[config.mk]
export PLATFORM = sky130hd
export DESIGN_NAME = seg_load_unit
export DESIGN_NICKNAME = d
export VERILOG_FILES = /design/src/rtl/seg_pkg.sv /design/src/rtl/seg_desc_decode.sv /design/src/rtl/seg_rule_check.sv /design/src/rtl/seg_load_unit.sv
export SDC_FILE = /design/constraint.sdc
export NUM_CORES = 1
export LEC_CHECK = 0
export ABC_AREA = 1
export BUFFER_PORTS_ARGS = -buffer_cell sky130_fd_sc_hd__buf_2
export CAP_MARGIN = 20
export CORE_MARGIN = 3
export CORE_UTILIZATION = 59
export CTS_CLUSTER_SIZE = 8
export DETAILED_ROUTE_END_ITERATION = 8
export PLACE_DENSITY = 0.81
export SLEW_MARGIN = 40
export SYNTH_ARGS = -nofsm -noshare
export SYNTH_HDL_FRONTEND = slang
export SYNTH_SLANG_ARGS = --single-unit
export TNS_END_PERCENT = 100
[constraint.sdc]
create_clock -name clk -period 3.9 [get_ports clk]
set_input_delay 0.39 -clock clk [delete_from_list [all_inputs] [get_ports clk]]
set_output_delay 0.39 -clock clk [all_outputs]
set_load 0.02 [all_outputs]
[src/rtl/seg_pkg.sv]
package seg_pkg;

    typedef enum logic [1:0] {
        MODE_REAL = 2'd0,
        MODE_V86  = 2'd1,
        MODE_PROT = 2'd2,
        MODE_LONG = 2'd3
    } cpu_mode_e;

    typedef enum logic [1:0] {
        FLT_NONE = 2'd0,
        FLT_GP   = 2'd1,
        FLT_SS   = 2'd2,
        FLT_NP   = 2'd3
    } fault_e;

    typedef struct packed {
        logic       p;
        logic [1:0] dpl;
        logic       s;
        logic [3:0] typ;
    } ar_t;

    typedef struct packed {
        logic [31:0] base;
        logic [31:0] limit;
        ar_t         ar;
        logic        g;
        logic        db;
        logic        valid;
    } desc_t;

    typedef struct packed {
        logic [15:0] sel;
        logic [1:0]  rpl;
        desc_t       d;
    } seg_cache_t;

    localparam seg_cache_t CACHE_RST = '{
        sel: 16'h0000, rpl: 2'd0,
        d: '{base: 32'h0, limit: 32'h0000_FFFF,
             ar: '{p: 1'b1, dpl: 2'd0, s: 1'b1, typ: 4'h3},
             g: 1'b0, db: 1'b0, valid: 1'b1}};

    function automatic logic sel_is_null(input logic [15:0] s);
        return (s[15:2] == 14'd0);
    endfunction

    function automatic logic [15:0] sel_err_code(input logic [15:0] s);
        return {s[15:2], 2'b00};
    endfunction

    // system descriptor types that decode to something; the rest are reserved
    function automatic logic sys_type_known(input logic [3:0] t);
        return !(t == 4'h0 || t == 4'h8 || t == 4'hA || t == 4'hD);
    endfunction

endpackage

[src/rtl/seg_desc_decode.sv]
module seg_desc_decode
    import seg_pkg::*;
(
    input  logic [63:0] raw,
    output desc_t       dec
);
    logic [19:0] lim_raw;
    logic        unused_bits;

    assign lim_raw     = {raw[51:48], raw[15:0]};
    assign unused_bits = ^raw[53:52];

    always_comb begin
        dec.ar    = ar_t'(raw[47:40]);
        dec.base  = {raw[63:56], raw[39:32], raw[31:16]};
        dec.g     = raw[55];
        dec.db    = raw[54];
        dec.limit = raw[55] ? {lim_raw, 12'hFFF} : {12'h000, lim_raw};
        dec.valid = raw[44] ? 1'b1 : sys_type_known(raw[43:40]);
    end
endmodule

[src/rtl/seg_rule_check.sv]
module seg_rule_check
    import seg_pkg::*;
(
    input  desc_t      d,
    input  logic       is_stack,
    input  logic [1:0] rpl,
    input  logic [1:0] cpl,
    output fault_e     fault
);
    logic is_code, rw_bit, conf_bit;

    assign is_code  = d.ar.typ[3];
    assign rw_bit   = d.ar.typ[1];
    assign conf_bit = d.ar.typ[2];

    always_comb begin
        fault = FLT_NONE;
        if (is_stack) begin
            if (rpl != cpl)                        fault = FLT_GP;
            else if (!d.valid)                     fault = FLT_GP;
            else if (!d.ar.s || is_code || !rw_bit) fault = FLT_GP;
            else if (d.ar.dpl != cpl)              fault = FLT_GP;
            else if (!d.ar.p)                      fault = FLT_SS;
        end else begin
            if (!d.valid)                          fault = FLT_GP;
            else if (!d.ar.s || (is_code && !rw_bit)) fault = FLT_GP;
            else if ((!is_code || !conf_bit) &&
                     ((rpl > d.ar.dpl) || (cpl > d.ar.dpl)))
                                                   fault = FLT_GP;
            else if (!d.ar.p)                      fault = FLT_NP;
        end
    end
endmodule

[src/rtl/seg_load_unit.sv]
module seg_load_unit
    import seg_pkg::*;
#(
    parameter int NSEG   = 4,
    parameter int ADDR_W = 32
) (
    input  logic                    clk,
    input  logic                    rst,
    input  logic                    req_valid,
    output logic                    req_ready,
    input  logic [$clog2(NSEG)-1:0] req_slot,
    input  logic [15:0]             req_sel,
    input  logic [1:0]              mode,
    input  logic [1:0]              cpl,
    input  logic [ADDR_W-1:0]       gdt_base,
    input  logic [ADDR_W-1:0]       ldt_base,
    output logic                    fd_req_valid,
    input  logic                    fd_req_ready,
    output logic [ADDR_W-1:0]       fd_req_addr,
    input  logic                    fd_rsp_valid,
    input  logic [63:0]             fd_rsp_data,
    output logic                    acc_wr_valid,
    input  logic                    acc_wr_ready,
    output logic [ADDR_W-1:0]       acc_wr_addr,
    output logic [7:0]              acc_wr_data,
    output logic                    done_valid,
    output logic [1:0]              done_fault,
    output logic [15:0]             done_err,
    input  logic [$clog2(NSEG)-1:0] rd_slot,
    output logic [15:0]             rd_sel,
    output logic [1:0]              rd_rpl,
    output logic                    rd_valid,
    output logic [31:0]             rd_base,
    output logic [31:0]             rd_limit,
    output logic [7:0]              rd_ar,
    output logic                    rd_g,
    output logic                    rd_db
);
    localparam int IDX_W = $clog2(NSEG);

    typedef enum logic [2:0] {
        ST_IDLE, ST_FETCH, ST_WAIT, ST_CHECK, ST_ACC, ST_DONE
    } state_e;

    state_e                state, nstate;
    seg_cache_t [NSEG-1:0] cache_q;
    logic [IDX_W-1:0]      slot_q;
    logic [15:0]           sel_q;
    logic [1:0]            cpl_q;
    logic [63:0]           raw_q;
    logic [ADDR_W-1:0]     faddr_q;
    fault_e                fault_q, nfault;
    logic [15:0]           err_q, nerr;

    logic                  wr_en, ld_req, ld_raw;
    logic [IDX_W-1:0]      wr_idx;
    seg_cache_t            wr_data, cur, rm_entry, null_entry, pm_entry;
    desc_t                 dec;
    fault_e                chk_fault;
    cpu_mode_e             mode_e;
    logic                  null_ss_ok;
    logic [ADDR_W-1:0]     faddr_n;

    assign mode_e = cpu_mode_e'(mode);

    seg_desc_decode u_dec (.raw(raw_q), .dec(dec));

    seg_rule_check u_chk (
        .d(dec), .is_stack(slot_q == '0), .rpl(sel_q[1:0]),
        .cpl(cpl_q), .fault(chk_fault)
    );

    // entry builders for the three commit paths
    always_comb begin
        cur = cache_q[req_slot];

        rm_entry            = cur;
        rm_entry.sel        = req_sel;
        rm_entry.rpl        = (mode_e == MODE_V86) ? 2'd3 : 2'd0;
        rm_entry.d.valid    = 1'b1;
        rm_entry.d.base     = {12'h000, req_sel, 4'h0};
        rm_entry.d.ar.s     = 1'b1;
        rm_entry.d.ar.p     = 1'b1;
        if (mode_e == MODE_V86) begin
            rm_entry.d.ar.typ = 4'h3;
            rm_entry.d.ar.dpl = 2'd3;
            rm_entry.d.limit  = 32'h0000_FFFF;
            rm_entry.d.g      = 1'b0;
            rm_entry.d.db     = 1'b0;
        end

        null_entry          = '0;
        null_entry.sel      = req_sel;
        null_entry.rpl      = req_sel[1:0];
        null_entry.d.ar.s   = 1'b1;

        pm_entry            = '{sel: sel_q, rpl: sel_q[1:0], d: dec};
        pm_entry.d.valid    = 1'b1;
        pm_entry.d.ar.typ[0] = 1'b1;
    end

    assign null_ss_ok = (mode_e == MODE_LONG) && (cpl != 2'd3) && (req_sel[1:0] == cpl);
    assign faddr_n    = (req_sel[2] ? ldt_base : gdt_base)
                      + {{(ADDR_W-16){1'b0}}, req_sel[15:3], 3'b000};

    always_comb begin
        nstate  = state;
        wr_en   = 1'b0;
        wr_idx  = slot_q;
        wr_data = pm_entry;
        ld_req  = 1'b0;
        ld_raw  = 1'b0;
        nfault  = FLT_NONE;
        nerr    = '0;
        unique case (state)
            ST_IDLE: if (req_valid) begin
                ld_req = 1'b1;
                wr_idx = req_slot;
                if (mode_e == MODE_REAL || mode_e == MODE_V86) begin
                    wr_en   = 1'b1;
                    wr_data = rm_entry;
                    nstate  = ST_DONE;
                end else if (sel_is_null(req_sel)) begin
                    if (req_slot != '0 || null_ss_ok) begin
                        wr_en   = 1'b1;
                        wr_data = null_entry;
                    end else begin
                        nfault = FLT_GP;
                        nerr   = sel_err_code(req_sel);
                    end
                    nstate = ST_DONE;
                end else begin
                    nstate = ST_FETCH;
                end
            end
            ST_FETCH: if (fd_req_ready) nstate = ST_WAIT;
            ST_WAIT: if (fd_rsp_valid) begin
                ld_raw = 1'b1;
                nstate = ST_CHECK;
            end
            ST_CHECK: begin
                if (chk_fault != FLT_NONE) begin
                    nfault = chk_fault;
                    nerr   = sel_err_code(sel_q);
                    nstate = ST_DONE;
                end else if (!dec.ar.typ[0]) begin
                    nstate = ST_ACC;
                end else begin
                    wr_en  = 1'b1;
                    nstate = ST_DONE;
                end
            end
            ST_ACC: if (acc_wr_ready) begin
                wr_en  = 1'b1;
                nstate = ST_DONE;
            end
            ST_DONE: nstate = ST_IDLE;
            default: nstate = ST_IDLE;
        endcase
    end

    always_ff @(posedge clk) begin
        if (rst) begin
            state   <= ST_IDLE;
            slot_q  <= '0;
            sel_q   <= '0;
            cpl_q   <= '0;
            raw_q   <= '0;
            faddr_q <= '0;
            fault_q <= FLT_NONE;
            err_q   <= '0;
        end else begin
            state <= nstate;
            if (ld_req) begin
                slot_q  <= req_slot;
                sel_q   <= req_sel;
                cpl_q   <= cpl;
                faddr_q <= faddr_n;
            end
            if (ld_raw) raw_q <= fd_rsp_data;
            if (nstate == ST_DONE && state != ST_DONE) begin
                fault_q <= nfault;
                err_q   <= nerr;
            end
        end
    end

    for (genvar i = 0; i < NSEG; i++) begin : g_slot
        always_ff @(posedge clk) begin
            if (rst)                                cache_q[i] <= CACHE_RST;
            else if (wr_en && wr_idx == IDX_W'(i))  cache_q[i] <= wr_data;
        end
    end

    assign req_ready    = (state == ST_IDLE);
    assign fd_req_valid = (state == ST_FETCH);
    assign fd_req_addr  = faddr_q;
    assign acc_wr_valid = (state == ST_ACC);
    assign acc_wr_addr  = faddr_q + ADDR_W'(5);
    assign acc_wr_data  = {dec.ar.p, dec.ar.dpl, dec.ar.s, dec.ar.typ[3:1], 1'b1};
    assign done_valid   = (state == ST_DONE);
    assign done_fault   = fault_q;
    assign done_err     = err_q;

    assign rd_sel   = cache_q[rd_slot].sel;
    assign rd_rpl   = cache_q[rd_slot].rpl;
    assign rd_valid = cache_q[rd_slot].d.valid;
    assign rd_base  = cache_q[rd_slot].d.base;
    assign rd_limit = cache_q[rd_slot].d.limit;
    assign rd_ar    = cache_q[rd_slot].d.ar;
    assign rd_g     = cache_q[rd_slot].d.g;
    assign rd_db    = cache_q[rd_slot].d.db;

    p_fetch_hold_r8: assert property (@(posedge clk) disable iff (rst)
        fd_req_valid && !fd_req_ready |=> fd_req_valid && $stable(fd_req_addr));

    p_acc_then_ok_r10: assert property (@(posedge clk) disable iff (rst)
        acc_wr_valid && acc_wr_ready |=> done_valid && done_fault == FLT_NONE);

    p_fault_keeps_cache_r7: assert property (@(posedge clk) disable iff (rst)
        done_valid && done_fault != FLT_NONE |-> $stable(cache_q));

    p_err_aligned_r7: assert property (@(posedge clk) disable iff (rst)
        done_valid |-> done_err[1:0] == 2'b00);

    p_stack_fault_slot_r3: assert property (@(posedge clk) disable iff (rst)
        done_valid && done_fault == FLT_SS |-> slot_q == '0);

    p_np_fault_slot_r6: assert property (@(posedge clk) disable iff (rst)
        done_valid && done_fault == FLT_NP |-> slot_q != '0);

    p_done_pulse_r13: assert property (@(posedge clk) disable iff (rst)
        done_valid |=> !done_valid && req_ready);
endmodule

; After elaboration in Yosys (flattened, before gate mapping)
; Cells that the tools add are included.
[word_totals]
regBits = 509
input_bits = 158
out_inout_bits = 187
[op_classes]
addsub = 2
order_cmp = 4
n_eq_ne = 19
muxes = 61
n_reduce_logical = 32
[op_table]
columns = operator, count
row1 = 2-to-1 mux 93 bit, 6
row2 = binary-select mux 93 bit (select 2 bit), 2
row3 = 2-to-1 mux 32 bit, 3
row4 = 2-to-1 mux 16 bit, 5
row5 = 2-to-1 mux 43 bit, 1
row6 = adder 32 x 16 -> 32 bit, 1
row7 = adder 32 x 3 -> 32 bit (second input constant), 1
row8 = case mux 16 bit (2 select lines), 1
row9 = 2-to-1 mux 2 bit, 15
row10 = 2-to-1 mux 1 bit, 18
row11 = 2-to-1 mux 3 bit, 6
row12 = case mux 3 bit (5 select lines), 1
row13 = logical NOT 14 bit, 1
row14 = equality test 4 bit (second input constant), 3
row15 = logical OR 1 bit, 10
row16 = equality test 3 bit (second input constant), 3
row17 = logical AND 1 bit, 9
row18 = equality test 2 bit (second input constant), 3
row19 = equality test 3 x 2 -> 1 bit (second input constant), 2
row20 = logical NOT 2 bit, 3
row21 = less-than comparator 2 x 3 -> 1 bit (second input constant), 2
row22 = 2-to-1 mux 6 bit, 1
row23 = logical NOT 1 bit, 5
row24 = equality test 2 x 1 -> 1 bit (second input constant), 2
row25 = other kinds (11), 14

; Longest topological paths before layout
; Gate-level depths: netlist of run 1.
[logic_depth]
ltp_word = 14
mapped_depth = 20
mapped_depth_nobuf = 17

; Cells and area by module
; A second synthesis of run 1 with hierarchy kept.
[hier_totals]
cells_unflattened = 4424
hier_area_um2 = 27048.4
[by_module_without_submodules]
columns = mod, instances, cells_per_inst, area_per_inst_um2, seq_area_each_um2
row1 = seg_load_unit, 1, 4260, 26198.9, 10149.7
row2 = seg_desc_decode, 1, 113, 614.3, 0.0
row3 = seg_rule_check, 1, 51, 235.2, 0.0

; Worst setup path after synthesis of run 1
; No wires, ideal clock.
[synth_path]
path_kind = input-to-reg
from = input port req_sel[2]
to = register faddr_q[27], in the netlist fd_req_addr[27]
arrival_time_ps = 2841
setup_slack_ps = 950
cell_stages = 18
path_buffers = 3
path_cell_list = buf_2 clkbuf_1 clkbuf_1 nand2_1 nand2_1 ha_1 inv_1 fa_1 o21ai_0 nand2_1 nand2_1 nand2_1 nand2_1 nand3_1 nand2_1 nand3_1 nand2_1 inv_1
[synth_between]
elab_chain_cells = 2
[synth_lines]
columns = item, line_no
row1 = start: declaration, seg_load_unit.sv:12  ; input logic [15:0] req_sel,
row2 = 2-to-1 mux 32 bit, seg_load_unit.sv:103  ; assign faddr_n = (req_sel[2] ? ldt_base : gdt_base)
row3 = adder 32 x 16 -> 32 bit, seg_load_unit.sv:104  ; + {{(ADDR_W-16){1'b0}}, req_sel[15:3], 3'b000};
row4 = end signal: assignment, seg_load_unit.sv:178  ; faddr_q <= faddr_n;
row5 = end: declaration, seg_load_unit.sv:51  ; logic [ADDR_W-1:0] faddr_q;
; No other way between the ends.
; A chain may end at the register's enable or synchronous reset.

; Final worst setup path of run 1
[layout_path]
from = register faddr_q[1], in the netlist fd_req_addr[1]
to = output port acc_wr_addr[28]
[layout_between]
elab_chain_cells = 1
[layout_lines]
columns = item, line_no
row1 = adder 32 x 3 -> 32 bit, seg_load_unit.sv:199  ; assign acc_wr_addr = faddr_q + ADDR_W'(5);
row2 = end: declaration, seg_load_unit.sv:24  ; output logic [ADDR_W-1:0] acc_wr_addr,
; No other way between the ends.

==> results of run 1 <==
## through the flow
stage	setup slack (ps)	instances	hold slack (ps)	util
after global placement	709	4841	433	0.636
final	395	4930	37.5	0.680
after global routing	212	4930	50.4	0.680
after CTS	425	4923	24.4	0.679
after floorplan	950	4200	424	-
after detailed placement	637	4841	439	0.636
## final cells by class
class / instances / area [um2] / share of cell area
diodes: 7 / 17.5 / 0.000579
clock buffers: 75 / 1860 / 0.0613
clock inverters: 7 / 83.8 / 0.00277
inverters: 223 / 855 / 0.0282
multi-input cells: 3124 / 14300 / 0.473
flip-flops and latches: 505 / 10100 / 0.334
well taps: 592 / 741 / 0.0245
repair buffers: 397 / 2290 / 0.0757
## worst paths after layout
check                                                 end  slack, ps
worst max-delay path                      acc_wr_addr[28]        400
worst min-delay path               raw_q[22]$_SDFFE_PP0P_         40
worst max register to register  cache_q[104]$_SDFFE_PP1P_        540
worst min register to register  cache_q[186]$_SDFFE_PP1P_        450
## synth_stat cells, types with 10 or more instances
library cell,count
xor2_1,34
o21ai_0,323
o221ai_1,22
o22ai_1,93
dfxtp_1,505
nand3_1,509
nor2_1,725
inv_1,214
buf_4,25
clkbuf_1,161
nor3_1,25
buf_1,39
buf_2,122
a21oi_1,409
ha_1,18
nand2_1,887
a21boi_0,16
nand4_1,10
## worst max-delay path, stage by stage, from the launching register on
cell and delay (ps):
dfxtp_1 380, ha_1 190, o21ai_0 120, nor2_1 380
nand2_1 170, inv_1 80, nand4_1 170, nor3_1 480
nand3_1 170, xor2_1 180, buf_2 190
## registers in the layout, summed over array words and instances (netlist names)
signal,cells
cache_q,372
fd_req_addr,32
cpl_q,2
done_err,14
state,3
raw_q,62
done_fault,2
sel_q,16
slot_q,2
## cells by family (layout without fill, tap and decap cells)
kind of cell,Yosys count,count (layout),synth area share
AOI/OAI and AO/OA,886,886,0.176
xor gates and xnor gates,42,42,0.0137
buffers and inverters,571,702,0.0896
DFF,505,505,0.378
adders and majority gates,19,19,0.00916
other,2,10,0.000281
and+or+nand+nor,2174,2174,0.333
## per-layer routing
layer  track usage  vias to the layer above
li1              -                    14000
met1         0.475                    13200
met2         0.562                     1618
met3        0.0708                      292
met4         0.163                        2
met5             0                        -
## where the power goes
part | switching [mW] | internal, mW
Sequential | 0.297 | 5.58
Clock | 2.28 | 3.35
Combinational | 2.56 | 1.03
==> run metrics, run 1 <==
global-route usage over all layers=0.357; largest area contributor in the netlist=dfxtp_1; critical path peak fanout=4; Final Hold Fails=0; DRT Wirelength=a little under 90000 um; Vias/cell=5.91; Max Slew Vio Count=0; CTS Hold Bufs=0; Via Count=29100; Area Growth Syn to Fin=13.1%; # clock sinks=505; Hold Path Class=primary input to flop; Clock Path Buffers=3; row count=77; Reg clk slew, reported paths=50 ps; Die Span Y=219 um; drc violations=0; commonest non-fill, non-tap cells in the layout=885 x nand2_1, 722 x nor2_1, 509 x nand3_1; Overall Power=15.1 mW; Starting Density=0.601; grt ovf=0; Initial DRC Count=3513; routed length on met1=35500 um; WL met3=9510 um; max-cap viol count=0; WL/cell=18.1 um; Final Cell Area=roughly 30000 um2; root buffer cell=clkbuf_16; Post-Route Setup TNS=0 ps; hold depth=3; Synth Warn #=0; first-pass GRT wire length=between 100000 and 150000 um; pwr dens=499 nW/um2; commonest non-fill, non-tap cell in the layout=nand2_1; ys async rst share=0; worst skew pair latency=around 610 ps; top-level port count=345; critical path launch point type=flop; CTS Buf Count=73; critical path data arrival time=3110 ps; Max-slew headroom=0.417; fin crit share=0.899; CP endpoint kind=output port; IO Port Bufs=339; IR drop worst, VDD=0.000376 V; top_reg_cell synth=dfxtp_1; r2r startpoint=state[0]$_SDFF_PP0_; status=finished, final reports clean; Yosys reg bits=505; Reg2Reg Depth=14; fmax=0.285 GHz; CTS tree=yes; Syn Std Cell Area=26800 um2; worst setup path startpoint=fd_req_addr[1]$_SDFFE_PP0P_; Placed Area=28300 um2; skew final=between 15 and 20 ps; Leak=13.8 nW; router iterations before antenna repair=6; post_cts resized=0; Final GP Congestion=between 0.9 and 1; top sig layer=met5; Post-CTS Setup Bufs=0; top cells by area, synth=dfxtp_1 38%, nand2_1 12%, nor2_1 10%, nand3_1 9.5%, a21oi_1 7.6%; sequential area share after synthesis=0.378; hpwl dp=54100 um; number of global-route vias before repair=26100; # setup viols final=0; fin nets=~4500; core region area=44500 um2; antenna violations before repair=9; Worst-Margin Slew=874 ps; number of enable flip-flop cells after synthesis=0; Hold Startpoint=fd_rsp_data[22]; Syn Area/Cell=between 6 and 7 um2; Critical Setup Path Class=flop to output port; RSZ-0062 raised after global routing=false; largest net degree at the start of global routing=181; Fill cells=just over 4000; Yosys top cell area share=0.378; H-tree levels=3; share of cells above drive strength 1=0.117; die area=about 48000 um2; Die X=219 um; routed length on met2=around 40000 um; Gate Count Post-Synth=4199; antenna-violating nets left=0; Cell variety after synth=43; post-layout minimum cycle time=3500 ps; critical path required time=~3500 ps
Power figures use the tool's default switching activity.
==> run 2, diff against run 1 <==
ABC_AREA = 0   (was 1)
CORE_ASPECT_RATIO = 0.75   (was unset)
CORE_UTILIZATION = 58   (was 59)
==> run metrics, run 2 <==
row count=63; hold depth=3; top_reg_cell synth=dfxtp_1; sequential area share after synthesis=0.421; share of cells above drive strength 1=0.235; Area Growth Syn to Fin=16.4%; Biggest register=cache_q; critical path data arrival time=around 2900 ps; slowest CP cell=dfxtp_1; commonest non-fill, non-tap cells in the layout=505 x dfxtp_1, 335 x buf_2, 252 x nand2_1; Hold Path Class=primary input to flop; RSZ-0062 raised after global routing=false; Post-Route Setup TNS=0 ps; grt ovf=0; drc violations=0; Starting Density=0.597; Gate Count Post-Synth=2609; Net Switching=3.97 mW; power share of the clock group=0.418; Vias/cell=roughly 6.9; critical path peak fanout=9; status=finished, final reports clean; fmax=0.309 GHz; CTS Hold Bufs=0; Synth Warn #=0; Leak=10.1 nW; worst skew pair latency=600 ps; Max Slew Vio Count=0; antenna violations before repair=4; ys async rst share=0; max-cap viol count=0; # clock sinks=slightly above 500; root buffer cell=clkbuf_16; first-pass GRT wire length=123000 um; top-level port count=345; Final Hold Fails=0; CP peak stage delay=approximately 500 ps; global-route usage over all layers=0.350; FF+latch area=10100 um2; CTS tree=yes; Hold Startpoint=fd_rsp_data[15]; Cell variety after synth=70; Yosys reg bits=505; core region area=40200 um2; Critical Setup Path Class=flop to output port; final hold slack=28.6 ps; post-layout minimum cycle time=approximately 3200 ps; Hold Crit Endpoint=raw_q[15]$_SDFFE_PP0P_; Fill cells=2962; largest net degree at the start of global routing=162; CTS Buf Count=73; critical path launch point type=flop; list of most frequent post-synthesis cells=505 x dfxtp_1, 253 x nand2_1, 237 x o21ai_1, 190 x a21oi_1, 190 x clkbuf_1; r2r startpoint=raw_q[46]$_SDFFE_PP0P_; Worst-Margin Slew=approximately 890 ps; cell breakdown of the critical path=and4_1, and4_1, nand3_1, nor2_1, nand3_1, xnor2_1, buf_2; IR drop worst, VDD=0.000380 V; Reg2Reg Depth=9; commonest non-fill, non-tap cell in the layout=dfxtp_1; fin crit share=0.831; Max-slew headroom=0.398; Overall Power=13.4 mW; Initial DRC Count=between 3000 and 4000; IO Port Bufs=approximately 340; final design utilization=0.695; Syn Area/Cell=9.20 um2; switch share=0.296; Multi-input gate area=12800 um2; DRT Wirelength=78800 um; skew final=15.0 ps; WL/cell=23.6 um; Largest register FFs=372; post_cts resized=0; largest area contributor in the netlist=dfxtp_1; internal power=9.45 mW; Clock Path Buffers=3; antenna-violating nets left=0; top cells by area, synth=dfxtp_1 42%, mux4_2 12%, o211ai_1 5.1%, o21ai_1 4.9%, a21oi_1 4.0%; most numerous cell in the Yosys netlist=dfxtp_1; Reg clk slew, reported paths=roughly 50 ps; critical path required time=3510 ps; number of global-route vias before repair=22200; FF-to-FF End=cache_q[157]$_SDFFE_PP0P_; Syn Std Cell Area=24000 um2; Die Span Y=182 um; pwr dens=between 400 and 500 nW/um2; H-tree levels=3; Final GP Congestion=0.971; combinational share of power=0.164; CP endpoint kind=output port; router iterations before antenna repair=7; Yosys top cell area share=0.421; hpwl dp=49700 um; number of enable flip-flop cells after synthesis=0; # setup viols final=0; die area=43900 um2; fin nets=2984; Reg power frac=0.418; Via Count=~23000; Post-CTS Setup Bufs=0; Die X=241 um; r2r setup slk=690 ps
[run 2: cell types whose count changed after synthesis, sizes merged, moves of 30 or more]
cell / before / now
nor2: 727 / 61
mux4: 0 / 133
o21ai: 326 / 392
a22oi: 1 / 51
o22ai: 93 / 54
a21oi: 409 / 190
nand3: 510 / 129
nand2: 890 / 256
o211ai: 5 / 163
mux2i: 0 / 30
buf: 187 / 84
inv: 222 / 28
[run 2: final cells by class]
cell class                 count  share of cell area
antenna                        4            0.000358
clock buffer                  74              0.0655
clock inverter                 8             0.00488
inverter                      28             0.00403
multi-input combinational   1803               0.459
sequential                   505               0.362
tap                          520              0.0233
timing repair buffer         396              0.0811
[run 2: cells by family (layout without fill, tap and decap cells)]
logic type | count (synthesis) | after routing | synth area share
DFF | 505 | 505 | 0.421
xor gates and xnor gates | 38 | 38 | 0.0139
buffers and inverters | 302 | 506 | 0.0506
other | 2 | 7 | 0.000313
and+or+nand+nor | 616 | 616 | 0.122
AOI/OAI and AO/OA | 938 | 938 | 0.232
muxes | 189 | 189 | 0.149
adders and majority gates | 19 | 19 | 0.0102
[run 2: worst max path at each step]
stage / from / to / cells after the start
floorplan: req_sel[2] / fd_req_addr[25]$_SDFFE_PP0P_ / 13
global placement: req_sel[2] / fd_req_addr[25]$_SDFFE_PP0P_ / 10
detailed placement: req_sel[2] / fd_req_addr[31]$_SDFFE_PP0P_ / 12
CTS: fd_req_addr[10]$_SDFFE_PP0P_ / acc_wr_addr[29] / 7
global route: fd_req_addr[10]$_SDFFE_PP0P_ / acc_wr_addr[29] / 7
finish: fd_req_addr[10]$_SDFFE_PP0P_ / acc_wr_addr[29] / 7
[run 2: per-layer routing]
| metal | track usage | vias up | wire, um |
|---|---|---|---|
| met5 | 0 | - | 11 |
| met4 | 0.169 | 2 | 3470 |
| met2 | 0.538 | 1555 | 36400 |
| li1 | - | 10200 | - |
| met1 | 0.468 | 11100 | 30100 |
| met3 | 0.0807 | 244 | 8850 |
[run 2: metrics by stage]
| step | instances | area (um2) | setup WS, ps |
|---|---|---|---|
| 4_1_cts | 3334 | 27900 | 669 |
| 2_1_floorplan | 2610 | 24000 | 123 |
| 3_3_place_gp | 3249 | 25900 | 486 |
| 6_report | 3338 | 27900 | 660 |
| 3_5_place_dp | 3252 | 26000 | 402 |
| 5_1_grt | 3337 | 27900 | 454 |
[run 2: worst max-delay path: cells and delay by family (launching register included)]
family	cells	cell delay (ps)
xor gates and xnor gates	1	190
buffers and inverters	1	200
DFF	1	510
and+or+nand+nor	5	1350
[run 2: power groups by stage]
stage                     clock [mW]  sequential [mW]  combinational [mW]
final                           5.61             5.61                2.21
after global routing            5.87             5.63                2.33
after CTS                       5.64             5.60                2.16
after detailed placement           0             5.69                2.15
after global placement             0             5.67                2.08
after floorplan                    0             5.69                1.39
